`src/rtl/gpio_irq_pkg.sv`:
```
package gpio_irq_pkg;
  typedef enum logic [2:0] {
    ADR_DATA   = 3'd0,
    ADR_DIR    = 3'd1,
    ADR_MASK   = 3'd2,
    ADR_SENSE  = 3'd3,
    ADR_SOURCE = 3'd4,
    ADR_CTRL   = 3'd5
  } reg_addr_e;

  localparam int unsigned SENSE_BITS = 2;
  localparam logic [1:0] SENSE_RISE = 2'b01;
  localparam logic [1:0] SENSE_FALL = 2'b10;
endpackage

```
`src/rtl/gpio_irq_edge.sv`:
```
module gpio_irq_edge #(
  parameter int unsigned NUM_PINS = 16
) (
  input  logic                  clk,
  input  logic                  rst_n,
  input  logic [NUM_PINS-1:0]   pin_i,
  input  logic [NUM_PINS-1:0]   dir_i,
  input  logic [2*NUM_PINS-1:0] sense_i,
  output logic [NUM_PINS-1:0]   evt_o
);
  import gpio_irq_pkg::*;

  logic [NUM_PINS-1:0] prev_q;

  always_ff @(posedge clk or negedge rst_n) begin
    if (!rst_n) prev_q <= '0;
    else        prev_q <= pin_i;
  end

  for (genvar p = 0; p < NUM_PINS; p++) begin : g_pin
    logic [SENSE_BITS-1:0] code;
    logic rise, fall;
    assign code = sense_i[SENSE_BITS*p +: SENSE_BITS];
    assign rise = pin_i[p] & ~prev_q[p] & code[0];
    assign fall = ~pin_i[p] & prev_q[p] & code[1];
    assign evt_o[p] = dir_i[p] & (rise | fall);
  end
endmodule

```
`src/rtl/gpio_irq_source.sv`:
```
module gpio_irq_source #(
  parameter int unsigned NUM_PINS = 16
) (
  input  logic                clk,
  input  logic                rst_n,
  input  logic [NUM_PINS-1:0] set_i,
  input  logic [NUM_PINS-1:0] clr_i,
  input  logic                flush_i,
  output logic [NUM_PINS-1:0] src_o
);
  logic [NUM_PINS-1:0] src_q, src_d;

  always_comb begin
    src_d = src_q;
    if (flush_i) src_d = '0;
    src_d = (src_d & ~clr_i) | set_i;
  end

  always_ff @(posedge clk or negedge rst_n) begin
    if (!rst_n) src_q <= '0;
    else        src_q <= src_d;
  end

  assign src_o = src_q;

  a_r2_hold: assert property (@(posedge clk) disable iff (!rst_n)
    (set_i == '0 && clr_i == '0 && !flush_i) |=> $stable(src_q));

  a_r3_clear: assert property (@(posedge clk) disable iff (!rst_n)
    (clr_i != '0) |=> ((src_q & $past(clr_i & ~set_i)) == '0));

  a_r4_set_wins: assert property (@(posedge clk) disable iff (!rst_n)
    (set_i != '0) |=> ((src_q & $past(set_i)) == $past(set_i)));

  a_r8_flush: assert property (@(posedge clk) disable iff (!rst_n)
    (flush_i && set_i == '0) |=> (src_q == '0));
endmodule

```
`src/rtl/gpio_irq_regs.sv`:
```
module gpio_irq_regs #(
  parameter int unsigned NUM_PINS = 16,
  localparam int unsigned DW = 2*NUM_PINS
) (
  input  logic                clk,
  input  logic                rst_n,
  input  logic [2:0]          addr_i,
  input  logic [DW-1:0]       wdata_i,
  input  logic                wr_i,
  input  logic                rd_i,
  input  logic [NUM_PINS-1:0] pins_i,
  input  logic [NUM_PINS-1:0] src_i,
  output logic [NUM_PINS-1:0] dir_o,
  output logic [NUM_PINS-1:0] mask_o,
  output logic [DW-1:0]       sense_o,
  output logic [NUM_PINS-1:0] clr_o,
  output logic                flush_o,
  output logic [DW-1:0]       rdata_o
);
  import gpio_irq_pkg::*;

  reg_addr_e adr;
  logic [NUM_PINS-1:0] dir_q, dir_d, mask_q, mask_d;
  logic [DW-1:0]       sense_q, sense_d;
  logic                keep_q, keep_d, flush_q, flush_d;
  logic                dir_en, mask_en, sense_en, ctrl_en;

  assign adr      = reg_addr_e'(addr_i);
  assign dir_en   = wr_i && adr == ADR_DIR;
  assign mask_en  = wr_i && adr == ADR_MASK;
  assign sense_en = wr_i && adr == ADR_SENSE;
  assign ctrl_en  = wr_i && adr == ADR_CTRL;

  always_comb begin
    dir_d   = dir_en   ? wdata_i[NUM_PINS-1:0] : dir_q;
    mask_d  = mask_en  ? wdata_i[NUM_PINS-1:0] : mask_q;
    sense_d = sense_en ? wdata_i : sense_q;
    keep_d  = ctrl_en  ? wdata_i[0] : keep_q;
    flush_d = rd_i && adr == ADR_DATA && !keep_q;
  end

  always_ff @(posedge clk or negedge rst_n) begin
    if (!rst_n) begin
      dir_q   <= '1;
      mask_q  <= '1;
      sense_q <= '0;
      keep_q  <= 1'b0;
      flush_q <= 1'b0;
    end else begin
      dir_q   <= dir_d;
      mask_q  <= mask_d;
      sense_q <= sense_d;
      keep_q  <= keep_d;
      flush_q <= flush_d;
    end
  end

  assign clr_o   = (wr_i && adr == ADR_SOURCE) ? wdata_i[NUM_PINS-1:0] : '0;
  assign flush_o = flush_q;
  assign dir_o   = dir_q;
  assign mask_o  = mask_q;
  assign sense_o = sense_q;

  always_comb begin
    rdata_o = '0;
    unique case (adr)
      ADR_DATA:   rdata_o[NUM_PINS-1:0] = pins_i;
      ADR_DIR:    rdata_o[NUM_PINS-1:0] = dir_q;
      ADR_MASK:   rdata_o[NUM_PINS-1:0] = mask_q;
      ADR_SENSE:  rdata_o = sense_q;
      ADR_SOURCE: rdata_o[NUM_PINS-1:0] = src_i;
      ADR_CTRL:   rdata_o[0] = keep_q;
      default:    rdata_o = '0;
    endcase
  end

  a_r9_no_flush_when_kept: assert property (@(posedge clk) disable iff (!rst_n)
    keep_q |=> !flush_q);
endmodule

```
`src/rtl/gpio_irq_ctrl.sv`:
```
module gpio_irq_ctrl #(
  parameter int unsigned NUM_PINS = 16,
  localparam int unsigned DW = 2*NUM_PINS
) (
  input  logic                clk,
  input  logic                rst_n,
  input  logic [NUM_PINS-1:0] pin_i,
  input  logic [2:0]          reg_addr_i,
  input  logic [DW-1:0]       reg_wdata_i,
  input  logic                reg_wr_i,
  input  logic                reg_rd_i,
  output logic [DW-1:0]       reg_rdata_o,
  output logic                irq_n_o
);
  logic [NUM_PINS-1:0] dir, mask, clr, evt, src;
  logic [DW-1:0]       sense;
  logic                flush;

  gpio_irq_regs #(.NUM_PINS(NUM_PINS)) u_regs (
    .clk(clk), .rst_n(rst_n), .addr_i(reg_addr_i), .wdata_i(reg_wdata_i),
    .wr_i(reg_wr_i), .rd_i(reg_rd_i), .pins_i(pin_i), .src_i(src),
    .dir_o(dir), .mask_o(mask), .sense_o(sense), .clr_o(clr),
    .flush_o(flush), .rdata_o(reg_rdata_o));

  gpio_irq_edge #(.NUM_PINS(NUM_PINS)) u_edge (
    .clk(clk), .rst_n(rst_n), .pin_i(pin_i), .dir_i(dir),
    .sense_i(sense), .evt_o(evt));

  gpio_irq_source #(.NUM_PINS(NUM_PINS)) u_src (
    .clk(clk), .rst_n(rst_n), .set_i(evt), .clr_i(clr),
    .flush_i(flush), .src_o(src));

  assign irq_n_o = ~|(src & ~mask);

  a_r7_outputs_silent: assert property (@(posedge clk) disable iff (!rst_n)
    (evt & ~dir) == '0);

  a_r2_event_latches: assert property (@(posedge clk) disable iff (!rst_n)
    (evt != '0) |=> ((src & $past(evt)) != '0));
endmodule

```
`config.mk`:
```
export PLATFORM = sky130hd
export DESIGN_NAME = gpio_irq_ctrl
export DESIGN_NICKNAME = d
export VERILOG_FILES = /design/src/rtl/gpio_irq_pkg.sv /design/src/rtl/gpio_irq_edge.sv /design/src/rtl/gpio_irq_source.sv /design/src/rtl/gpio_irq_regs.sv /design/src/rtl/gpio_irq_ctrl.sv
export SDC_FILE = /design/constraint.sdc
export NUM_CORES = 1
export LEC_CHECK = 0
export BUFFER_PORTS_ARGS = -buffer_cell sky130_fd_sc_hd__buf_2
export CAP_MARGIN = 30
export CORE_MARGIN = 2
export CORE_UTILIZATION = 52
export CTS_BUF_LIST = sky130_fd_sc_hd__clkbuf_4
export DETAILED_ROUTE_END_ITERATION = 12
export HOLD_SLACK_MARGIN = 0.1
export PLACE_DENSITY = 0.75
export SYNTH_ARGS = -nofsm -noshare
export SYNTH_HDL_FRONTEND = slang
export SYNTH_SLANG_ARGS = --single-unit
```
`constraint.sdc`:
```
create_clock -name clk -period 1.33 [get_ports clk]
set_clock_uncertainty 0.1 [all_clocks]
set_input_delay 0.0665 -clock clk [delete_from_list [all_inputs] [get_ports clk]]
set_output_delay 0.0665 -clock clk [all_outputs]
set_load 0.03 [all_outputs]
```
==> results by group, run 1 <==
Route
  – Via density: a little under 6
  – Iteration-0 DRC Markers: between 200 and 300
  – Routed WL: between 15000 and 20000 um
  – Routed length per placed instance: around 21 um
  – Post-route DRC: 0
  – Vias: about 4300
  – DRT Pass-1 Iters: 5
  – Post-detailed-route count of antenna-violating nets: 0

Placed design
  – Cell total after placement: between 600 and 700
  – IO Port Bufs: 87
  – RePlAce Congestion: ~0.87
  – Pre-CTS setup slack: -215 ps
  – Placed Area: between 0.005 and 0.006 sq mm
  – Hpwl dp: between 8000 and 9000 um

STA
  – Worst-Margin Slew: slightly below 400 ps
  – Final critical-path share of the clock period: 146%
  – TNS Setup: -6740 ps
  – Final Hold Vio Count: 0
  – Minimum clock period: a little under 2000 ps
  – Slew Viols, Final: 0
  – Hold WS: roughly 150 ps
  – Worst setup margin: -608 ps
  – Unrepaired setup endpoints after global routing: yes
  – Max Clock Freq: approximately 520 MHz
  – Final setup violation count: 21
  – Max-slew headroom: between 70% and 80%

Synth
  – Post-Synth Simple-Gate Area: a little over an eighth
  – Syn avg cell area: about 12 sq um
  – Largest cells by area after synthesis: dfrtp_1 34%, dfstp_2 18%, mux2_2 16%, a32o_1 3.3%, nand2_1 2.7%
  – Post-Synth XOR/XNOR Area: 0%
  – Post-synthesis net count: 455
  – Cell accounting for the most synthesized area: dfrtp_1
  – Largest family of logic cells by synthesized area: multiplexers
  – Compound-Gate Fraction of Synth Area: between 10% and 20%
  – Post-synthesis sequential area ratio: about half
  – Synth unique cells: 35
  – Mux contribution to synthesized area: between 10% and 20%
  – Post-Synthesis Cells: 400
  – Share of Yosys cell area claimed by the top area cell type: between 30% and 40%
  – Post-Syn Area: between 0.004 and 0.005 sq mm
  – Adder-Cell Fraction of Synth Area: 0%
  – Synthesis-stage register bit count: slightly below 100
  – Yosys Warn Count: 0

Floorplan
  – Die X-Extent: around 100 um
  – Die H: between 100 and 150 um
  – Io pins: 88
  – Core area: 0.00911 sq mm
  – Starting Density: around 53%
  – FP Rows: 35
  – Die area: around 0.01 sq mm

Clock network
  – Worst-path clk slew: around 140 ps
  – Clk Latency, worst-skew pair: approximately 440 ps
  – CTS Buffer Depth: 2
  – H-tree levels: 3
  – Root Buffer: clkbuf_4
  – TritonCTS clock tree: yes
  – Cts bufs inserted: 9
  – Clk sink count: 98

Critical path
  – Crit Reg-Reg Startpoint: u_regs.sense_o[21]
  – Crit. End Element: output port
  – Worst-path fanout max: 2
  – R2R Setup Slk: approximately 100 ps
  – Setup CP Type: reg2out
  – CP required: about 1200 ps
  – End of the worst register-to-register path: u_src.src_o[10]
  – Startpoint Class: register
  – WP data arrival: roughly 1800 ps
  – R2r worst-path depth: 5

Power
  – PD cells: roughly 1300 mW/mm^2
  – Total power: roughly 9.5 mW
  – Switching Share: about 32%
  – Combinational power share: a little under two fifths
  – Clk pwr share: roughly 17%
  – Reg power frac: 45.9%
  – Psw: around 3 mW
  – Pleak: approximately 3.1 nW
  – Power Internal: around 6.5 mW
  – Max rail drop VDD: roughly 0.00074 V

Final layout
  – Fillers: about 500
  – Post-layout util: between 70 and 80%
  – Area delta synth->final: 51.9%
  – Fin cells: between 700 and 800
  – NumNets Final: 661
  – Fin area: 0.00728 sq mm
  – Antenna diodes: 0
  – Share of layout cells above drive strength 1: 56.5%

Global routing
  – Largest net degree at the start of global routing: 37
  – Grt ovf: 0
  – Global-route wire length before repair: 22700 um
  – Vias in the first global route: between 4000 and 5000
  – Total GRT Usage: around 30%
  – Antenna violations before repair: 0

Run status
  – Failing checks: setup timing
  – Outcome: finished with violations

Flow run
  – # Max-Cap Violations: 0

Hold path
  – Min-Delay Path Class: in2reg
  – Worst hold path endpoint: u_regs.keep_q
  – Hold path depth: 4
  – Hold Path Origin: reg_addr_i[0]
==> layer usage <==
layer	GRT usage [%]	up-vias	part of all wire, %
li1	-	1910	-
met1	38.8	2178	42
met2	50.7	172	51
met3	4.46	42	4.4
met4	9.91	0	2.4
met5	0	-	0
==> area by class of cell <==
class                   count  area [sq um]  area share, %
multi-input cells         270          2540           34.9
inverters                   5          18.8          0.258
well taps                 111           139           1.91
clock inverters             6          57.6          0.790
flip-flops and latches     98          2490           34.2
repair buffers            222          1960           26.9
clock buffers              10          75.1           1.03
==> cell usage in the layout, fill, tap and decap left out, drive strengths merged, types with 16 or more instances in the layout <==
cell type	synthesis	layout
buf	17	170
mux2	80	80
dfrtp	66	66
dlygate4sd3	0	52
nand2	34	34
dfstp	32	32
nand3b	16	16
a32o	16	16
and3	16	16
o21ai	16	16
a21oi	16	16
==> cell families after synthesis <==
family | count (synthesis)
muxes | 83
buffers and inverters | 32
AOI/OAI and AO/OA | 84
DFF | 98
and+or+nand+nor | 103
==> repair_timing <==
item | 4_1_cts | 5_1_grt
resized for setup | 113 | 24
buffers inserted | 21 | 8
hold endpoints to repair | 196 | 0
pin swaps | 31 | 14
hold buffers | 52 | 0
endpoints found under the setup margin | 33 | 55
==> worst max path at each step <==
| stage | startpoint | to |
|---|---|---|
| after detailed placement | u_regs.mask_o[13] | irq_n_o |
| after floorplan | u_regs.mask_o[13] | irq_n_o |
| after CTS | u_regs.mask_o[7] | irq_n_o |
| final | u_regs.mask_o[5] | irq_n_o |
| after global routing | u_regs.mask_o[3] | irq_n_o |
| after global placement | u_regs.mask_o[13] | irq_n_o |
==> Yosys cell counts <==
cell type and n:
buf_2 10, buf_1 1, and3_1 16, nand3b_1 16, nor3_4 1, nand2_1 34
o21ai_0 16, nor4_1 2, buf_6 1, and4bb_2 1, a32o_1 16, nand3_2 1
mux2_1 10, nand2b_1 12, nand4b_1 1, nor2b_4 1, dfstp_2 32, mux2_2 70
clkbuf_1 9, a211o_1 1, o2111ai_1 4, nor3b_1 15, nor2b_1 1, o2bb2ai_1 1
o22ai_1 15, and2_1 1, dfrtp_1 66, a21oi_1 16, a22oi_1 14, clkbuf_2 1
o21a_1 1, mux2i_1 3, and3b_1 1, buf_4 5, inv_1 5
==> power groups by stage <==
stage | registers (mW) | clock network (mW) | logic, mW
after floorplan | 4.21 | 0 | 1.55
after CTS | 4.28 | 1.59 | 3.32
final | 4.37 | 1.58 | 3.58
after global routing | 4.43 | 1.76 | 3.81
after global placement | 4.28 | 0 | 2.51
after detailed placement | 4.33 | 0 | 2.57
==> state kept, by name, indices dropped and copies added, names as in the netlist <==
signal,cells
u_edge.prev_q,16
u_regs.dir_o,16
u_regs.flush_o,1
u_regs.keep_q,1
u_regs.mask_o,16
u_regs.sense_o,32
u_src.src_o,16
==> critical path, cell delays in order, from the launching register on <==
cell and delay [ps]:
dfstp_2 580, nand2b_4 140, o2111ai_4 140, nor4_4 330, buf_6 170
Note: power is estimated with default switching activity, not from simulation.
==> run 2, diff against run 1 <==
CTS_BUF_LIST = sky130_fd_sc_hd__clkbuf_4 sky130_fd_sc_hd__clkbuf_8   (was sky130_fd_sc_hd__clkbuf_4)
RECOVER_POWER = 100   (was not set)
==> run 2 against run 1 <==
  * The flow still finishes with violations (setup timing)
  * Flip-flop and latch count unchanged
  * Final cell count decreased by 2.6%
  * Critical path depth unchanged
  * Design area decreased by 4.8%
  * First-iteration DRC count decreased by 23%
  * Critical path type unchanged
  * Register-to-register slack improved by 50 ps
  * Global-route usage decreased by 1.0 points
  * Combinational power decreased by 9.2%
  * Routed wire length decreased by 6.2%
  * Die area unchanged
==> results by group, run 2 (synthesized netlist as in run 1, its figures left out) <==
Critical path
  – Crit. End Element: output port
  – Worst-path fanout max: 2 (unchanged)
  – Crit Reg-Reg Startpoint: u_regs.sense_o[9]
  – R2r worst-path depth: 5 (unchanged)
  – End of the worst register-to-register path: u_src.src_o[4]
  – WP data arrival: 1690 ps (-80 ps)
  – R2R Setup Slk: 150 ps (+50 ps)
  – CP required: 1160 ps (about the same)
  – Startpoint Class: register
  – Setup CP Type: reg2out

Route
  – Via density: 5.83 (-2.2%)
  – Post-detailed-route count of antenna-violating nets: 0 (unchanged)
  – Routed WL: 14200 um (-6.2%)
  – Vias: 4096 (-4.8%)
  – Iteration-0 DRC Markers: 212 (-23%)
  – Post-route DRC: 0 (unchanged)
  – Routed length per placed instance: 20.2 um (-3.7%)
  – DRT Pass-1 Iters: 6 (+1)

Final layout
  – NumNets Final: 642 (-2.9%)
  – Largest register FFs: 32 (unchanged)
  – Area delta synth->final: 44.6%
  – Fillers: 579 (+16%)
  – Most common cell after layout, fill and taps aside: dfrtp_1
  – Share of layout cells above drive strength 1: 50.5% (-6.0 points)
  – Fin area: 0.00693 sq mm (-4.8%)
  – Fin cells: 703 (-2.6%)
  – Antenna diodes: 0 (unchanged)
  – Most frequent cells in the layout: 66 x dfrtp_1, 57 x mux2_2, 56 x buf_2

Hold path
  – Min-Delay Path Class: in2async

Global routing
  – Vias in the first global route: 4321 (-4.2%)
  – Total GRT Usage: 28.6% (-1.0 points)
  – Grt ovf: 0 (unchanged)
  – Global-route wire length before repair: 21800 um (-3.7%)
  – Antenna violations before repair: 0 (unchanged)
  – Largest net degree at the start of global routing: 37 (unchanged)

Floorplan
  – Core area: 0.00911 sq mm (unchanged)
  – Starting Density: 52.6% (unchanged)
  – Die X-Extent: 100 um (unchanged)
  – Die area: 0.0100 sq mm (unchanged)
  – Die H: 100 um (unchanged)
  – Io pins: 88 (unchanged)
  – FP Rows: 35 (unchanged)

Clock network
  – CTS Buffer Depth: 2 (unchanged)
  – Clk sink count: 98 (unchanged)
  – Hold-fix buffers, CTS: 51 (-1.9%)
  – TritonCTS clock tree: yes
  – Root Buffer: clkbuf_8
  – Cts bufs inserted: 9 (unchanged)
  – Clk Latency, worst-skew pair: 360 ps (-80 ps)
  – H-tree levels: 3 (unchanged)
  – Worst-path clk slew: 100 ps (-40 ps)

STA
  – Slew Viols, Final: 0 (unchanged)
  – Final setup violation count: 33 (+57%)
  – Minimum clock period: 1850 ps (-85.8 ps)
  – Hold WS: 150 ps (+2.12 ps)
  – Worst-Margin Slew: 641 ps (+251 ps)
  – Final critical-path share of the clock period: 139% (-6.5 points)
  – TNS Setup: -5990 ps (+747 ps)
  – Max-slew headroom: 57.2% (-17 points)
  – Final Hold Vio Count: 0 (unchanged)
  – Worst setup margin: -522 ps (+85.8 ps)
  – Unrepaired setup endpoints after global routing: yes
  – Max Clock Freq: 540 MHz (+4.6%)

Placed design
  – Hpwl dp: 8720 um (unchanged)
  – Placed Area: 0.00589 sq mm (unchanged)
  – IO Port Bufs: 87 (unchanged)
  – RePlAce Congestion: 0.866 (unchanged)
  – Cell total after placement: 627 (unchanged)

Power
  – Max rail drop VDD: 0.000835 V (+14%)
  – PD cells: 1390 mW/mm^2 (+6.5%)
  – Pleak: 3.04 nW (-3.4%)

Run status
  – Outcome: finished with violations
  – Failing checks: setup timing

Flow run
  – # Max-Cap Violations: 0 (unchanged)
-- run 2: changes by cell type in the layout (fill, tap and decap cells not counted), moves of 2 or more --
cell,change
clkbuf_8,+11
clkbuf_2,+7
clkinv_1,-2
and3_1,+16
buf_2,+3
and3_4,-16
clkbuf_1,+12
buf_6,-15
clkbuf_4,-7
buf_12,-4
buf_4,-23
-- run 2: how the worst max path moves through the flow --
stage	slack [ps]	endpoint	from
floorplan	-110	irq_n_o	u_regs.mask_o[13]
global placement	-220	irq_n_o	u_regs.mask_o[13]
detailed placement	-210	irq_n_o	u_regs.mask_o[13]
CTS	-510	irq_n_o	u_regs.mask_o[10]
global route	-570	irq_n_o	u_regs.mask_o[13]
finish	-520	irq_n_o	u_regs.mask_o[13]
-- run 2: per-stage QoR --
step	setup slack [ps]	util, %	power (mW)
final	-522	76.1	9.66
after global routing	-575	76.1	10.1
after CTS	-512	76.1	9.46
after detailed placement	-215	64.7	6.90
after global placement	-222	64.7	6.80
after floorplan	-111	-	5.75
-- run 2: routing by layer --
metal,GRT usage [%],vias to the layer above,routed length [um]
met4,10.9,0,410
met5,0,-,0
met3,5.71,38,813
met1,37.6,2031,6040
met2,47.0,161,6910
li1,-,1866,-
-- run 2: critical path: stages (launching register included) --
cell       delay [ps]
dfstp_2           560
nand2b_4          140
o2111ai_4         150
nor4_4            310
buf_6             170
-- run 2: cell type report --
| cell class | instances | area, sq um | share of cell area, % |
|---|---|---|---|
| inverter | 5 | 18.8 | 0.271 |
| clock buffer | 12 | 159 | 2.29 |
| multi-input combinational | 270 | 2430 | 35.1 |
| sequential | 98 | 2490 | 36.0 |
| clock inverter | 4 | 50.0 | 0.722 |
| tap | 111 | 139 | 2.00 |
| timing repair buffer | 203 | 1640 | 23.6 |
-- run 2: repair_timing --
item                       CTS  global route
pin swaps                   29             9
buffers inserted             7             4
setup endpoints to repair   17            18
hold endpoints to repair   196            17
resized for setup           75            11
-- run 2: power by group --
| part | total, mW | switching [mW] | internal, mW |
|---|---|---|---|
| Combinational | 3.25 | 1.40 | 1.85 |
| Clock | 2.02 | 1.03 | 0.992 |
| Sequential | 4.38 | 0.568 | 3.82 |
| Total | 9.66 | 3.00 | 6.66 |
